## config.mk

```make
export PLATFORM = sky130hd
export DESIGN_NAME = fsk_id_demod
export DESIGN_NICKNAME = d
export VERILOG_FILES = /design/src/rtl/fskd_pkg.sv /design/src/rtl/fskd_edge_period.sv /design/src/rtl/fskd_run_group.sv /design/src/rtl/fskd_hb_step.sv /design/src/rtl/fskd_frame_dec.sv /design/src/rtl/fsk_id_demod.sv
export SDC_FILE = /design/constraint.sdc
export NUM_CORES = 1
export LEC_CHECK = 0
export ABC_AREA = 1
export ABC_CLOCK_PERIOD_IN_PS = 6900
export BUFFER_PORTS_ARGS = -buffer_cell sky130_fd_sc_hd__buf_2
export CORE_ASPECT_RATIO = 1.25
export CORE_UTILIZATION = 30
export CTS_CLUSTER_SIZE = 10
export DETAILED_ROUTE_END_ITERATION = 16
export PLACE_DENSITY = 0.55
export SLEW_MARGIN = 20
export SYNTH_ARGS = -nofsm -noshare
export SYNTH_HDL_FRONTEND = slang
export SYNTH_HIERARCHICAL = 1
export SYNTH_SLANG_ARGS = --single-unit
export TNS_END_PERCENT = 30
```

## constraint.sdc

```tcl
create_clock -name clk -period 6.9 [get_ports clk]
set_input_delay 0.69 -clock clk [delete_from_list [all_inputs] [get_ports clk]]
set_output_delay 0.69 -clock clk [all_outputs]
set_load 0.05 [all_outputs]
```

## src/rtl/fskd_pkg.sv

```systemverilog
package fskd_pkg;
   // frame decoder search state
   typedef enum logic {
      DEC_HUNT  = 1'b0,
      DEC_FRAME = 1'b1
   } dec_mode_e;

   // half-bit window used for marker search and pair decoding
   localparam int          WIN_W   = 6;
   localparam int          FILL_W  = 3;
   // oldest half-bit sits in the MSB of the window
   localparam logic [5:0]  SOF_PAT = 6'b111000;
endpackage

```

## src/rtl/fskd_edge_period.sv

```systemverilog
module fskd_edge_period #(
   parameter int SMP_W     = 8,
   parameter int SLICE_LVL = 127,
   parameter int CNT_W     = 8,
   parameter int FUZZ_LIM  = 9
) (
   input  logic             clk,
   input  logic             rst_n,
   input  logic             smp_valid,
   input  logic [SMP_W-1:0] smp_data,
   output logic             cls_vld,
   output logic             cls_fast
);
   localparam logic [SMP_W-1:0] LVL    = SMP_W'(SLICE_LVL);
   localparam logic [CNT_W-1:0] LIM    = CNT_W'(FUZZ_LIM);
   localparam logic [CNT_W-1:0] CNT_MX = {CNT_W{1'b1}};

   logic             cur_bit;
   logic             prev_bit;
   logic             have_prev;
   logic             locked;
   logic             rise;
   logic [CNT_W-1:0] span_cnt;

   assign cur_bit = (smp_data >= LVL);
   assign rise    = have_prev && !prev_bit && cur_bit;

   always_ff @(posedge clk or negedge rst_n) begin
      if (!rst_n) begin
         prev_bit  <= 1'b0;
         have_prev <= 1'b0;
         locked    <= 1'b0;
         span_cnt  <= '0;
         cls_vld   <= 1'b0;
         cls_fast  <= 1'b0;
      end else begin
         cls_vld <= 1'b0;
         if (smp_valid) begin
            prev_bit  <= cur_bit;
            have_prev <= 1'b1;
            if (rise) begin
               locked   <= 1'b1;
               span_cnt <= CNT_W'(1);
               if (locked) begin
                  cls_vld  <= 1'b1;
                  cls_fast <= (span_cnt < LIM);
               end
            end else if (span_cnt != CNT_MX) begin
               span_cnt <= span_cnt + CNT_W'(1);
            end
         end
      end
   end
endmodule

```

## src/rtl/fskd_run_group.sv

```systemverilog
module fskd_run_group #(
   parameter int RUN_W     = 6,
   parameter int FAST_HB   = 6,
   parameter int SLOW_HB   = 5,
   parameter int MAX_GROUP = 4,
   parameter int GRP_W     = 3
) (
   input  logic             clk,
   input  logic             rst_n,
   input  logic             cls_vld,
   input  logic             cls_fast,
   output logic             hb_vld,
   output logic [GRP_W-1:0] hb_cnt,
   output logic             hb_val
);
   localparam int          SUM_W  = RUN_W + 1;
   localparam logic [RUN_W-1:0] RUN_MX = {RUN_W{1'b1}};

   logic             run_act;
   logic             run_val;
   logic [RUN_W-1:0] run_len;
   logic [SUM_W-1:0] run_sum;
   logic [SUM_W-1:0] hb_num;
   logic             hb_ok;

   assign run_sum = {1'b0, run_len} + SUM_W'(1);

   // divisor per class: constant divide when equal, else select
   generate
      if (FAST_HB == SLOW_HB) begin : g_same_div
         assign hb_num = run_sum / SUM_W'(FAST_HB);
      end else begin : g_split_div
         logic [SUM_W-1:0] num_fast;
         logic [SUM_W-1:0] num_slow;
         assign num_fast = run_sum / SUM_W'(FAST_HB);
         assign num_slow = run_sum / SUM_W'(SLOW_HB);
         assign hb_num   = run_val ? num_fast : num_slow;
      end
   endgenerate

   assign hb_ok = (hb_num != '0) && (hb_num <= SUM_W'(MAX_GROUP));

   always_ff @(posedge clk or negedge rst_n) begin
      if (!rst_n) begin
         run_act <= 1'b0;
         run_val <= 1'b0;
         run_len <= '0;
         hb_vld  <= 1'b0;
         hb_cnt  <= '0;
         hb_val  <= 1'b0;
      end else begin
         hb_vld <= 1'b0;
         if (cls_vld) begin
            if (!run_act) begin
               run_act <= 1'b1;
               run_val <= cls_fast;
               run_len <= RUN_W'(1);
            end else if (cls_fast == run_val) begin
               if (run_len != RUN_MX) run_len <= run_len + RUN_W'(1);
            end else begin
               hb_vld  <= hb_ok;
               hb_cnt  <= hb_num[GRP_W-1:0];
               hb_val  <= run_val;
               run_val <= cls_fast;
               run_len <= RUN_W'(1);
            end
         end
      end
   end
endmodule

```

## src/rtl/fskd_hb_step.sv

```systemverilog
module fskd_hb_step
   import fskd_pkg::*;
#(
   parameter int ID_W = 44
) (
   input  logic              en,
   input  logic              hb,
   input  dec_mode_e         mode_i,
   input  logic [FILL_W-1:0] fill_i,
   input  logic [WIN_W-1:0]  win_i,
   input  logic [ID_W-1:0]   id_i,
   output dec_mode_e         mode_o,
   output logic [FILL_W-1:0] fill_o,
   output logic [WIN_W-1:0]  win_o,
   output logic [ID_W-1:0]   id_o,
   output logic              rep_o,
   output logic [ID_W-1:0]   rep_id_o
);
   localparam logic [FILL_W-1:0] FULL = FILL_W'(WIN_W);

   logic [WIN_W-1:0]  w_nx;
   logic [FILL_W-1:0] f_nx;

   assign w_nx = {win_i[WIN_W-2:0], hb};
   assign f_nx = (fill_i >= FULL) ? FULL : fill_i + FILL_W'(1);

   always_comb begin
      mode_o   = mode_i;
      fill_o   = fill_i;
      win_o    = win_i;
      id_o     = id_i;
      rep_o    = 1'b0;
      rep_id_o = id_i;
      if (en) begin
         win_o  = w_nx;
         fill_o = f_nx;
         if (mode_i == DEC_HUNT) begin
            if (f_nx == FULL && w_nx == SOF_PAT) begin
               mode_o = DEC_FRAME;
               fill_o = '0;
               id_o   = '0;
            end
         end else if (f_nx == FULL) begin
            if (w_nx == SOF_PAT) begin
               rep_o  = (id_i != '0);
               fill_o = '0;
               id_o   = '0;
            end else if (w_nx[WIN_W-1:WIN_W-2] == 2'b10) begin
               id_o   = {id_i[ID_W-2:0], 1'b0};
               fill_o = FILL_W'(WIN_W - 2);
            end else if (w_nx[WIN_W-1:WIN_W-2] == 2'b01) begin
               id_o   = {id_i[ID_W-2:0], 1'b1};
               fill_o = FILL_W'(WIN_W - 2);
            end else begin
               mode_o = DEC_HUNT;
               id_o   = '0;
            end
         end
      end
   end
endmodule

```

## src/rtl/fskd_frame_dec.sv

```systemverilog
module fskd_frame_dec
   import fskd_pkg::*;
#(
   parameter int ID_W      = 44,
   parameter int MAX_GROUP = 4,
   parameter int GRP_W     = 3
) (
   input  logic             clk,
   input  logic             rst_n,
   input  logic             hb_vld,
   input  logic [GRP_W-1:0] hb_cnt,
   input  logic             hb_val,
   output logic             id_valid,
   output logic [ID_W-1:0]  id_value
);
   dec_mode_e         mode_q;
   logic [FILL_W-1:0] fill_q;
   logic [WIN_W-1:0]  win_q;
   logic [ID_W-1:0]   id_q;

   dec_mode_e         m_c  [0:MAX_GROUP];
   logic [FILL_W-1:0] f_c  [0:MAX_GROUP];
   logic [WIN_W-1:0]  w_c  [0:MAX_GROUP];
   logic [ID_W-1:0]   i_c  [0:MAX_GROUP];
   logic              r_c  [0:MAX_GROUP-1];
   logic [ID_W-1:0]   ri_c [0:MAX_GROUP-1];

   logic              rep_any;
   logic [ID_W-1:0]   rep_id;

   assign m_c[0] = mode_q;
   assign f_c[0] = fill_q;
   assign w_c[0] = win_q;
   assign i_c[0] = id_q;

   // one step per half-bit of the group, chained in order
   generate
      for (genvar g = 0; g < MAX_GROUP; g++) begin : g_step
         fskd_hb_step #(.ID_W(ID_W)) step_i (
            .en       (hb_vld && (GRP_W'(g) < hb_cnt)),
            .hb       (hb_val),
            .mode_i   (m_c[g]),
            .fill_i   (f_c[g]),
            .win_i    (w_c[g]),
            .id_i     (i_c[g]),
            .mode_o   (m_c[g+1]),
            .fill_o   (f_c[g+1]),
            .win_o    (w_c[g+1]),
            .id_o     (i_c[g+1]),
            .rep_o    (r_c[g]),
            .rep_id_o (ri_c[g])
         );
      end
   endgenerate

   always_comb begin
      rep_any = 1'b0;
      rep_id  = '0;
      for (int g = 0; g < MAX_GROUP; g++) begin
         if (r_c[g]) begin
            rep_any = 1'b1;
            rep_id  = ri_c[g];
         end
      end
   end

   always_ff @(posedge clk or negedge rst_n) begin
      if (!rst_n) begin
         mode_q   <= DEC_HUNT;
         fill_q   <= '0;
         win_q    <= '0;
         id_q     <= '0;
         id_valid <= 1'b0;
         id_value <= '0;
      end else begin
         id_valid <= rep_any;
         if (rep_any) id_value <= rep_id;
         if (hb_vld) begin
            mode_q <= m_c[MAX_GROUP];
            fill_q <= f_c[MAX_GROUP];
            win_q  <= w_c[MAX_GROUP];
            id_q   <= i_c[MAX_GROUP];
         end
      end
   end
endmodule

```

## src/rtl/fsk_id_demod.sv

```systemverilog
module fsk_id_demod #(
   parameter int SMP_W     = 8,
   parameter int SLICE_LVL = 127,
   parameter int CNT_W     = 8,
   parameter int FUZZ_LIM  = 9,
   parameter int RUN_W     = 6,
   parameter int FAST_HB   = 6,
   parameter int SLOW_HB   = 5,
   parameter int MAX_GROUP = 4,
   parameter int ID_W      = 44
) (
   input  logic             clk,
   input  logic             rst_n,
   input  logic             smp_valid,
   input  logic [SMP_W-1:0] smp_data,
   output logic             id_valid,
   output logic [ID_W-1:0]  id_value
);
   localparam int GRP_W = $clog2(MAX_GROUP + 1);

   generate
      if (SLICE_LVL < 1 || SLICE_LVL >= (1 << SMP_W)) begin : g_bad_lvl
         $error("SLICE_LVL out of sample range");
      end
      if (FUZZ_LIM < 2 || FUZZ_LIM >= (1 << CNT_W)) begin : g_bad_fuzz
         $error("FUZZ_LIM must fit the period counter");
      end
      if (FAST_HB < 1 || SLOW_HB < 1) begin : g_bad_div
         $error("half-bit divisors must be positive");
      end
      if (MAX_GROUP < 1 || MAX_GROUP > 7) begin : g_bad_grp
         $error("MAX_GROUP must lie in 1..7");
      end
      if ((1 << RUN_W) <= FAST_HB * MAX_GROUP) begin : g_bad_run
         $error("RUN_W too small for the largest group");
      end
      if (ID_W < 2) begin : g_bad_id
         $error("ID_W must be at least 2");
      end
   endgenerate

   logic             cls_vld;
   logic             cls_fast;
   logic             hb_vld;
   logic [GRP_W-1:0] hb_cnt;
   logic             hb_val;

   fskd_edge_period #(
      .SMP_W(SMP_W), .SLICE_LVL(SLICE_LVL), .CNT_W(CNT_W), .FUZZ_LIM(FUZZ_LIM)
   ) edge_i (
      .clk(clk), .rst_n(rst_n), .smp_valid(smp_valid), .smp_data(smp_data),
      .cls_vld(cls_vld), .cls_fast(cls_fast)
   );

   fskd_run_group #(
      .RUN_W(RUN_W), .FAST_HB(FAST_HB), .SLOW_HB(SLOW_HB),
      .MAX_GROUP(MAX_GROUP), .GRP_W(GRP_W)
   ) run_i (
      .clk(clk), .rst_n(rst_n), .cls_vld(cls_vld), .cls_fast(cls_fast),
      .hb_vld(hb_vld), .hb_cnt(hb_cnt), .hb_val(hb_val)
   );

   fskd_frame_dec #(
      .ID_W(ID_W), .MAX_GROUP(MAX_GROUP), .GRP_W(GRP_W)
   ) dec_i (
      .clk(clk), .rst_n(rst_n), .hb_vld(hb_vld), .hb_cnt(hb_cnt),
      .hb_val(hb_val), .id_valid(id_valid), .id_value(id_value)
   );
endmodule

```

==> reports/results.md, run 1 <==
| Parameter | Value | Unit |
|:---|:---|:---|
| Number of CTS-inserted buffers | 17 | - |
| Failing checks | DRC | - |
| Die area | 0.0602 | mm2 |
| Pin slew with the least headroom to its limit | 1.08 | ns |
| DRT antenna net count | 0 | - |
| Crit path depth | 25 | - |
| Syn_nets | 3,170 | - |
| Final hold violations | 0 | - |
| Antenna cells | 0 | - |
| Worst setup endpoint | dec_i/id_value[43] | - |
| Die Width | 220 | um |
| Biggest cell delay along the critical path | 0.83 | ns |
| Pwr/cell area | 122 | mW/mm2 |
| First-pass GRT wire length | 98.0 | mm |
| RSZ-0062 raised after global routing | true | - |
| Number of global-route vias before repair | 17.2k | - |
| Remaining DRCs | 6 | - |
| Count of max-cap constraint violations | 0 | - |
| Number of buffers inserted by post-CTS setup repair | 0 | - |
| Starting Density | 0.304 | - |
| Routed WL per cell | 17.1 | um |
| Clock Skew | 0.0216 | ns |
| Max VDD drop | 0.000187 | V |
| Core region area | 0.0585 | mm2 |
| Cell Int Power | 1.44 | mW |
| Number of detailed-routing iterations run before antenna repair | 12 | - |
| Result of the run | complete, but fails checks | - |
| YS warnings | 6 | - |
| Worst Setup SP | dec_i/win_q[3] | - |
| Number of nets in the layout | 2,922 | - |
| Worst min-delay path class | in2async | - |
| Endpoint required time on the critical path | 7.30 | ns |
| Row count | 99 | - |
| Placed wire-length estimate | 38.5 | mm |
| Reg2reg setup slack | 0.53 | ns |
| Ratio of cells with drive above 1 in the final layout | 0.0863 | - |
| Pin count of the biggest net entering global routing | 89 | - |
| Final core area utilization | 0.292 | - |
| Most frequent cell on the critical path | sky130_fd_sc_hd__nand2_1 | - |
| Type of the worst setup path | reg2reg | - |
| Terminus of the critical flop-to-flop path | dec_i/id_value[43] | - |
| Share of the cycle needed by the critical path after routing | 0.924 | - |
| Total net switching power | 0.646 | mW |
| Count of pins on the block boundary | 56 | - |
| Initial antenna violation count | 0 | - |
| CTS H-tree depth | 4 | - |
| Data arrival time of the worst path | 6.78 | ns |
| Drt initial violations | 1,698 | - |
| Crit path capture type | flip-flop | - |
| Synthesized area divided by synthesized cell count | 5.69 | um2 |
| Minimum period implied by the final worst setup slack | 6.37 | ns |
| Sequential cell fraction of total power | 0.374 | - |
| Die Span Y | 274 | um |
| Placed Instance Area | 0.0164 | mm2 |
| Overall via count from detail_route | 18.6k | - |
| Final cell area excluding filler cells | 0.0171 | mm2 |
| Start of the worst register-to-register path | dec_i/win_q[3] | - |
| PortBufs | 55 | - |
| Clock insertion delay at the later pin of the skew report | 0.47 | ns |
| # setup viols final | 0 | - |
| Clock group share of total power | 0.464 | - |
| Master cell of the clock root buffer | sky130_fd_sc_hd__clkbuf_16 | - |
| Final weighted congestion of routability-driven global placement | 0.884 | - |
| Layout overhead on the synthesized area | -3.93 | % |
| Max clock buf depth | 2 | - |
| Global router's overall resource usage | 0.207 | - |
| CTS tree | built | - |
| Fmax | 157 | MHz |
| Number of sinks handled by clock tree synthesis | 124 | - |
| Critical-path top delay cell | sky130_fd_sc_hd__nor2_4 | - |
| Slew margin rel. | 0.278 | - |
| Combinational fraction of design power | 0.162 | - |
| Synth Cell Area | 0.0178 | mm2 |
| CP delay by family, top | simple AND/OR/NAND/NOR gates | - |
| Final hold slack | 0.236 | ns |
| Sum of buffers and inverters on the critical path | 2 | - |
| Pre-CTS setup slack | 0.464 | ns |
| Routed wire length | 62.2 | mm |
| Gr ovfl total | 0 | - |
| Crit-path max FO | 22 | - |
| Placed Cells incl. Taps | 3,609 | - |
| Gate count of the mapped netlist | 3,120 | - |
| Static power due to leakage | 8.91 | nW |
| Category of the worst setup path launch point | flip-flop | - |
| Crit path setup slack, layout | 0.526 | ns |
| Clock-pin slew reported for the worst setup and hold paths after clock tree synthesis | 0.07 | ns |
| Filler-free cell count of the finished design | 3,641 | - |
| Worst-case reg-to-reg path depth | 25 | - |
| Max Transition Viols Final | 0 | - |
| Fraction of power spent switching nets | 0.310 | - |
| Vias per cell | 5.10 | - |
==> state kept, by name, summed over array words and instances (netlist names), 3 cells and up <==
signal,cells
dec_i/fill_q,3
run_i/run_len,6
edge_i/span_cnt,8
dec_i/id_value,44
dec_i/win_q,5
run_i/hb_cnt,3
dec_i/id_q,44
==> power groups by stage <==
stage	Clock [mW]	Sequential (mW)	Combinational (mW)
floorplan	0	0.786	0.258
global placement	0	0.794	0.334
detailed placement	0	0.794	0.337
CTS	0.993	0.781	0.338
global route	1.01	0.785	0.387
finish	0.967	0.781	0.338
==> layout by cell type, fill, tap and decap left out, types with 3 or more instances in the layout <==
master                          n
sky130_fd_sc_hd__a21oi_1       56
sky130_fd_sc_hd__ha_1          39
sky130_fd_sc_hd__or2_1          4
sky130_fd_sc_hd__xor2_1         3
sky130_fd_sc_hd__nor2_8         6
sky130_fd_sc_hd__o21a_1         3
sky130_fd_sc_hd__nor3_1         5
sky130_fd_sc_hd__bufinv_16      3
sky130_fd_sc_hd__nand2_1     1351
sky130_fd_sc_hd__nand2_4        5
sky130_fd_sc_hd__nand3_2       37
sky130_fd_sc_hd__nor2_4         9
sky130_fd_sc_hd__or2_2         14
sky130_fd_sc_hd__nor2_2         3
sky130_fd_sc_hd__nand4_1       13
sky130_fd_sc_hd__o21ai_0      225
sky130_fd_sc_hd__o21ai_1        7
sky130_fd_sc_hd__clkinv_2       3
sky130_fd_sc_hd__nor2_1       312
sky130_fd_sc_hd__clkbuf_16     17
sky130_fd_sc_hd__buf_2         54
sky130_fd_sc_hd__o22ai_1        3
sky130_fd_sc_hd__dfrtp_1      123
sky130_fd_sc_hd__a21oi_4        4
sky130_fd_sc_hd__inv_1        118
sky130_fd_sc_hd__clkinvlp_4     3
sky130_fd_sc_hd__nand2_2       15
sky130_fd_sc_hd__nand4_4        3
sky130_fd_sc_hd__inv_2         16
sky130_fd_sc_hd__buf_4         47
sky130_fd_sc_hd__nand3_1      367
==> metal layers <==
layer | share of wire | up-vias | track usage | wire length, um
met5 | 0 | - | 0 | 0
met4 | 0.046 | 0 | 0.111 | 2890
met3 | 0.056 | 164 | 0.0229 | 3470
met2 | 0.49 | 654 | 0.359 | 30500
met1 | 0.41 | 8534 | 0.249 | 25400
li1 | - | 9203 | - | -
==> per-stage QoR <==
stage / TNS, ns / power, mW
after floorplan: 0 / 1.04
after global placement: 0 / 1.13
after detailed placement: 0 / 1.13
after CTS: 0 / 2.11
after global routing: -0.0769 / 2.18
final: 0 / 2.08
==> worst min path at each step <==
stage          slack, ns     startpoint  cells after the start                 end
2_1_floorplan       0.39          rst_n                      0     dec_i/fill_q[0]
3_3_place_gp        0.45  edge_i/locked                      2       edge_i/locked
3_5_place_dp        0.45  edge_i/locked                      2       edge_i/locked
4_1_cts             0.26          rst_n                      1    run_i/run_len[3]
5_1_grt             0.29          rst_n                      1  edge_i/span_cnt[7]
6_report            0.24          rst_n                      1  edge_i/span_cnt[3]
==> layout make-up <==
| cell class | instances | area, um2 |
|---|---|---|
| Fill cell | 6745 | 41400 |
| Multi-Input combinational cell | 2492 | 11300 |
| Sequential cell | 124 | 3100 |
| Tap cell | 757 | 947 |
| Timing Repair Buffer | 102 | 634 |
| Inverter | 135 | 512 |
| Clock buffer | 20 | 447 |
| Clock inverter | 11 | 145 |
==> timing repair <==
item | in CTS | in global routing
gates resized for setup | 0 | 3
setup endpoints to repair | 0 | 43
hold buffers | 0 | 0
(Power assumes the default switching activity.)
==> inputs of run 2 (changes only) <==
--- a/config.mk
+++ b/config.mk
@@ -8,10 +8,10 @@
 export ABC_AREA = 1
 export ABC_CLOCK_PERIOD_IN_PS = 6900
 export BUFFER_PORTS_ARGS = -buffer_cell sky130_fd_sc_hd__buf_2
-export CORE_ASPECT_RATIO = 1.25
 export CORE_UTILIZATION = 30
 export CTS_CLUSTER_SIZE = 10
 export DETAILED_ROUTE_END_ITERATION = 16
+export GPL_TIMING_DRIVEN = 0
 export PLACE_DENSITY = 0.55
 export SLEW_MARGIN = 20
 export SYNTH_ARGS = -nofsm -noshare
==> run 2 against run 1 <==
The flow now finishes without violations; utilization grew 4.8 points; register-to-register slack got worse by 0.32 ns; flip-flop and latch count unchanged; worst setup slack worse by 0.32 ns; non-clock buffer count is 325 higher; largest cell class unchanged; via count rose by 4.2%; combinational power is essentially flat; sequential share of layout area is 2.5 points lower; highest routed layer unchanged; final area is 16% higher; largest power group unchanged.
==> reports/results.md, run 2 (same netlist as run 1, synthesis figures left out) <==
| Parameter | Value | Unit |
|:---|:---|:---|
| Count of max-cap constraint violations | 0 | - |
| Post-layout power | 2.06 | mW |
| Die Span Y | 245 | um |
| Placed Instance Area | 0.0190 | mm2 |
| Worst-case reg-to-reg path depth | 35 | - |
| Category of the worst setup path launch point | flip-flop | - |
| Endpoint required time on the critical path | 7.31 | ns |
| Filler-free cell count of the finished design | 3,975 | - |
| Row count | 88 | - |
| Global router's overall resource usage | 0.226 | - |
| Number of sinks handled by clock tree synthesis | 124 | - |
| Minimum period implied by the final worst setup slack | 6.69 | ns |
| Biggest cell delay along the critical path | 0.46 | ns |
| Initial antenna violation count | 0 | - |
| Most used cells in the layout excluding fill and tap cells | 1,352 x sky130_fd_sc_hd__nand2_1, 367 x sky130_fd_sc_hd__nand3_1, 311 x sky130_fd_sc_hd__nor2_1 | - |
| Overall via count from detail_route | 19.3k | - |
| Placed Cells incl. Taps | 3,940 | - |
| Core region area | 0.0581 | mm2 |
| Number of detailed-routing iterations run before antenna repair | 6 | - |
| Master cell of the clock root buffer | sky130_fd_sc_hd__clkbuf_16 | - |
| Max clock buf depth | 2 | - |
| Type of the worst setup path | reg2reg | - |
| Most frequent cell on the critical path | sky130_fd_sc_hd__nand2_1 | - |
| Data arrival time of the worst path | 7.10 | ns |
| First-pass GRT wire length | 105 | mm |
| Count of pins on the block boundary | 56 | - |
| # setup viols final | 0 | - |
| Routed wire length | 67.2 | mm |
| RSZ-0062 raised after global routing | false | - |
| PortBufs | 54 | - |
| Pin count of the biggest net entering global routing | 76 | - |
| Final weighted congestion of routability-driven global placement | 0.940 | - |
| Gr ovfl total | 0 | - |
| Remaining DRCs | 0 | - |
| Drt initial violations | 1,727 | - |
| Die area | 0.0602 | mm2 |
| Critical-path top delay cell | sky130_fd_sc_hd__dfrtp_2 | - |
| Pin slew with the least headroom to its limit | 0.673 | ns |
| Pwr/cell area | 104 | mW/mm2 |
| Slew margin rel. | 0.546 | - |
| Die Width | 245 | um |
| Placed wire-length estimate | 49.6 | mm |
| Max Transition Viols Final | 0 | - |
| Number of nets in the layout | 3,246 | - |
| DRT antenna net count | 0 | - |
| Crit-path max FO | 10 | - |
| Quantity of hold-fixing buffers added after cts | 0 | - |
| Clock-pin slew reported for the worst setup and hold paths after clock tree synthesis | 0.08 | ns |
| Fmax | 149 | MHz |
| Clock Skew | 0.0174 | ns |
| Number of CTS-inserted buffers | 17 | - |
| Static power due to leakage | 10.5 | nW |
| Worst min-delay path class | in2async | - |
| Layout overhead on the synthesized area | 11.2 | % |
| CTS tree | built | - |
| Starting Density | 0.305 | - |
| CTS H-tree depth | 4 | - |
| Result of the run | complete, no violations | - |
| Final hold violations | 0 | - |
| Max VDD drop | 0.000171 | V |
| Routed WL per cell | 16.9 | um |
| Crit path capture type | flip-flop | - |
| Vias per cell | 4.86 | - |
| Share of the cycle needed by the critical path after routing | 0.970 | - |
| Ratio of cells with drive above 1 in the final layout | 0.169 | - |
| Registers with the most flip-flops | dec_i/id_q (44), dec_i/id_value (44), edge_i/span_cnt (8) | - |
| Final cell area excluding filler cells | 0.0197 | mm2 |
| Most common library cell in the layout ignoring fill and taps | sky130_fd_sc_hd__nand2_1 | - |
| Number of global-route vias before repair | 17.6k | - |
| Clock insertion delay at the later pin of the skew report | 0.49 | ns |
run 2: cell types whose count changed in the layout (fill, tap and decap cells not counted), moves of 4 or more:
| cell | before | now |
|---|---|---|
| sky130_fd_sc_hd__buf_4 | 47 | 211 |
| sky130_fd_sc_hd__buf_2 | 54 | 103 |
| sky130_fd_sc_hd__clkbuf_1 | 2 | 40 |
| sky130_fd_sc_hd__buf_6 | 1 | 35 |
| sky130_fd_sc_hd__buf_12 | 0 | 20 |
| sky130_fd_sc_hd__clkbuf_8 | 1 | 8 |
| sky130_fd_sc_hd__a21oi_2 | 1 | 7 |
| sky130_fd_sc_hd__inv_6 | 1 | 6 |
| sky130_fd_sc_hd__a21oi_1 | 56 | 52 |
| sky130_fd_sc_hd__buf_8 | 0 | 4 |
| sky130_fd_sc_hd__inv_8 | 0 | 4 |
run 2: area by class of cell:
| class | instances | area, um2 |
|---|---|---|
| diodes | 1 | 2.50 |
| plain buffers | 368 | 2930 |
| clock buffers | 17 | 425 |
| clock inverters | 15 | 176 |
| fillers | 6668 | 38400 |
| inverters | 135 | 512 |
| multi-input cells | 2491 | 11300 |
| flip-flops and latches | 124 | 3110 |
| well taps | 765 | 957 |
| repair buffers | 59 | 338 |
run 2: worst paths after layout:
path / from / end / slack (ns)
setup / recovery: dec_i/win_q[3] / dec_i/id_value[30] / 0.21
hold / removal: rst_n / dec_i/id_value[26] / 0.09
setup reg to reg: dec_i/win_q[3] / dec_i/id_value[30] / 0.21
hold reg to reg: edge_i/locked / edge_i/locked / 0.47
max in group asynchronous: rst_n / dec_i/id_q[2] / 6.06
min in group clk: edge_i/locked / edge_i/locked / 0.47
run 2: power breakdown:
part           switching, mW  total [mW]  internal, mW
registers             0.0328       0.783         0.751
logic                  0.217       0.335         0.119
clock network          0.426       0.941         0.515
run 2: per-layer routing:
layer | GRT usage | vias up | share of wire
met1 | 0.311 | 8740 | 0.47
met4 | 0.0831 | 0 | 0.030
li1 | - | 9863 | -
met5 | 0 | - | 0
met3 | 0.0402 | 97 | 0.065
met2 | 0.350 | 629 | 0.44
run 2: critical path, delay by kind of cell (launching register included):
family / cells / cell delay, ns
fa+ha+maj: 3 / 0.78
simple gates: 17 / 2.62
compound gates: 6 / 0.99
flops: 1 / 0.46
buf+inv: 9 / 1.70
run 2: what timing repair did:
item,CTS,global route
setup buffers,0,4
pin swaps,0,3
resized for setup,10,21
setup endpoints to repair,45,46
run 2: metrics by stage:
step	util	TNS [ns]	worst slack (ns)	hold WS [ns]
2_1_floorplan	-	0	1.28	0.394
5_1_grt	0.340	0	0.0177	0.104
3_3_place_gp	0.327	-14.99	-0.543	0.452
3_5_place_dp	0.327	-17.24	-0.586	0.455
4_1_cts	0.338	0	0.00658	0.0771
6_report	0.340	0	0.208	0.0942
==> inputs of run 3 (changes only) <==
--- a/config.mk
+++ b/config.mk
@@ -12,7 +12,6 @@
 export CTS_CLUSTER_SIZE = 10
 export DETAILED_ROUTE_END_ITERATION = 16
 export GPL_TIMING_DRIVEN = 0
-export PLACE_DENSITY = 0.55
 export SLEW_MARGIN = 20
 export SYNTH_ARGS = -nofsm -noshare
 export SYNTH_HDL_FRONTEND = slang
==> run 3 against run 2 <==
Total power grew 5.6%; maximum frequency rose by 1.9%; worst setup slack better by 0.12 ns; die area did not move; largest cell class unchanged; non-clock buffer count increased by 6; final area increased by 0.42%; combinational power up 3%; global-route usage decreased by 0.65 points; hold slack better by 0.0077 ns; first-iteration DRC count grew 2.8%; wire length fell by 1.9%; critical path type unchanged; via count increased by 0.94%.
==> reports/results.md, run 3 (same netlist as run 1, synthesis figures left out) <==
| Parameter | Value | Unit |
|:---|:---|:---|
| # setup viols final | 0 | - |
| Crit path capture type | flip-flop | - |
| Sequential cell fraction of total power | 0.360 | - |
| Sum of buffers and inverters on the critical path | 10 | - |
| Total net switching power | 0.654 | mW |
| Ratio of cells with drive above 1 in the final layout | 0.170 | - |
| Number of CTS-inserted buffers | 17 | - |
| Total of fill cells in the finished design | 6,574 | - |
| CTS H-tree depth | 4 | - |
| Reg2reg setup slack | 0.33 | ns |
| Pin slew with the least headroom to its limit | 0.669 | ns |
| Category of the worst setup path launch point | flip-flop | - |
| Vias per cell | 4.90 | - |
| Row count | 88 | - |
| Biggest cell delay along the critical path | 0.48 | ns |
| Gr ovfl total | 0 | - |
| Final core area utilization | 0.341 | - |
| Clock Skew | 0.0181 | ns |
| Share of the cycle needed by the critical path after routing | 0.952 | - |
| Worst Setup SP | run_i/hb_val | - |
| Layout overhead on the synthesized area | 11.7 | % |
| CP delay by family, top | simple AND/OR/NAND/NOR gates | - |
| Slew margin rel. | 0.550 | - |
| Most frequent cell on the critical path | sky130_fd_sc_hd__a21oi_2 | - |
| Filler-free cell count of the finished design | 3,979 | - |
| Pin count of the biggest net entering global routing | 74 | - |
| Placed wire-length estimate | 48.1 | mm |
| Footprint of the flip-flops and latches | 0.00310 | mm2 |
| DRT antenna net count | 0 | - |
| Antenna cells | 0 | - |
| Number of nets in the layout | 3,252 | - |
| Registers with the most flip-flops | dec_i/id_q (44), dec_i/id_value (44), edge_i/span_cnt (8) | - |
| Area of the multi-input gates | 0.0113 | mm2 |
| Most common library cell in the layout ignoring fill and taps | sky130_fd_sc_hd__nand2_1 | - |
| First-pass GRT wire length | 102 | mm |
| Fmax | 152 | MHz |
| Number of sinks handled by clock tree synthesis | 124 | - |
| Max VDD drop | 0.000192 | V |
| Master cell of the clock root buffer | sky130_fd_sc_hd__clkbuf_16 | - |
| Placed Cells incl. Taps | 3,940 | - |
| Final hold slack | 0.102 | ns |
| Quantity of hold-fixing buffers added after cts | 0 | - |
| Global router's overall resource usage | 0.220 | - |
| Pwr/cell area | 110 | mW/mm2 |
| Max Transition Viols Final | 0 | - |
| Static power due to leakage | 10.6 | nW |
| Die area | 0.0602 | mm2 |
| CTS tree | built | - |
| RSZ-0062 raised after global routing | true | - |
| Routed WL per cell | 16.6 | um |
| Minimum period implied by the final worst setup slack | 6.57 | ns |
| Type of the worst setup path | reg2reg | - |
| Most used cells in the layout excluding fill and tap cells | 1,352 x sky130_fd_sc_hd__nand2_1, 367 x sky130_fd_sc_hd__nand3_1, 311 x sky130_fd_sc_hd__nor2_1 | - |
| Crit-path max FO | 10 | - |
| Critical-path top delay cell | sky130_fd_sc_hd__dfrtp_1 | - |
| Remaining DRCs | 0 | - |
| Final-layout setup total negative slack | 0 | ns |
| Count of max-cap constraint violations | 0 | - |
| Starting Density | 0.305 | - |
| Overall via count from detail_route | 19.5k | - |
| Crit path depth | 34 | - |
| Worst setup endpoint | dec_i/id_value[30] | - |
| Clock group share of total power | 0.482 | - |
| Worst-case reg-to-reg path depth | 34 | - |
| Number of global-route vias before repair | 17.3k | - |
| Fraction of power spent switching nets | 0.301 | - |
| Count of pins on the block boundary | 56 | - |
| Endpoint required time on the critical path | 7.25 | ns |
| Routed wire length | 65.9 | mm |
| Result of the run | complete, no violations | - |
| Final hold violations | 0 | - |
| Combinational fraction of design power | 0.159 | - |
| Number of detailed-routing iterations run before antenna repair | 6 | - |
| Start of the worst register-to-register path | run_i/hb_val | - |
| Final weighted congestion of routability-driven global placement | 0.930 | - |
| Clock insertion delay at the later pin of the skew report | 0.50 | ns |
| Core region area | 0.0581 | mm2 |
| Final cell area excluding filler cells | 0.0198 | mm2 |
| Placed Instance Area | 0.0190 | mm2 |
| PortBufs | 54 | - |
| Cell Int Power | 1.52 | mW |
| Terminus of the critical flop-to-flop path | dec_i/id_value[30] | - |
| Initial antenna violation count | 0 | - |
| Drt initial violations | 1,775 | - |
| Data arrival time of the worst path | 6.92 | ns |
| Worst min-delay path class | in2async | - |
| Die Span Y | 245 | um |
| Max clock buf depth | 2 | - |
| Die Width | 245 | um |
| Clock-pin slew reported for the worst setup and hold paths after clock tree synthesis | 0.07 | ns |
-- run 3: worst min path at each step --
stage	from	endpoint	cells after the start
2_1_floorplan	rst_n	dec_i/fill_q[0]	0
3_3_place_gp	edge_i/locked	edge_i/locked	2
3_5_place_dp	edge_i/locked	edge_i/locked	2
4_1_cts	rst_n	dec_i/mode_q	1
5_1_grt	rst_n	dec_i/mode_q	1
6_report	rst_n	dec_i/mode_q	1
-- run 3: cell type report --
cell class	instances	share of cell area
buffer	369	0.148
clock buffer	17	0.0215
clock inverter	14	0.0117
inverter	135	0.0258
multi-input combinational	2491	0.570
sequential	124	0.156
tap	765	0.0483
timing repair buffer	64	0.0189
-- run 3: routing by layer --
metal | GRT usage | vias to the layer above | wire length (um)
met3 | 0.0397 | 90 | 4790
met5 | 0 | - | 0
met2 | 0.338 | 669 | 28900
met1 | 0.303 | 8884 | 30300
li1 | - | 9868 | -
met4 | 0.0833 | 0 | 1960
-- run 3: metrics by stage --
step	setup WS (ns)	power, mW
after floorplan	1.28	1.04
after global routing	-0.0348	2.30
after detailed placement	-0.507	1.13
after global placement	-0.446	1.12
after CTS	0.0557	2.20
final	0.330	2.18
-- run 3: timing repair --
item | in CTS | in global routing
pin swaps | 1 | 5
setup endpoints to repair | 45 | 47
setup buffers | 0 | 9
gates resized for setup | 10 | 20
-- run 3: power by group through the flow --
stage          clock [mW]  combinational [mW]  sequential (mW)
2_1_floorplan           0               0.258            0.786
3_3_place_gp            0               0.328            0.796
3_5_place_dp            0               0.333            0.795
4_1_cts              1.08               0.336            0.782
5_1_grt              1.11               0.407            0.787
6_report             1.05               0.345            0.782
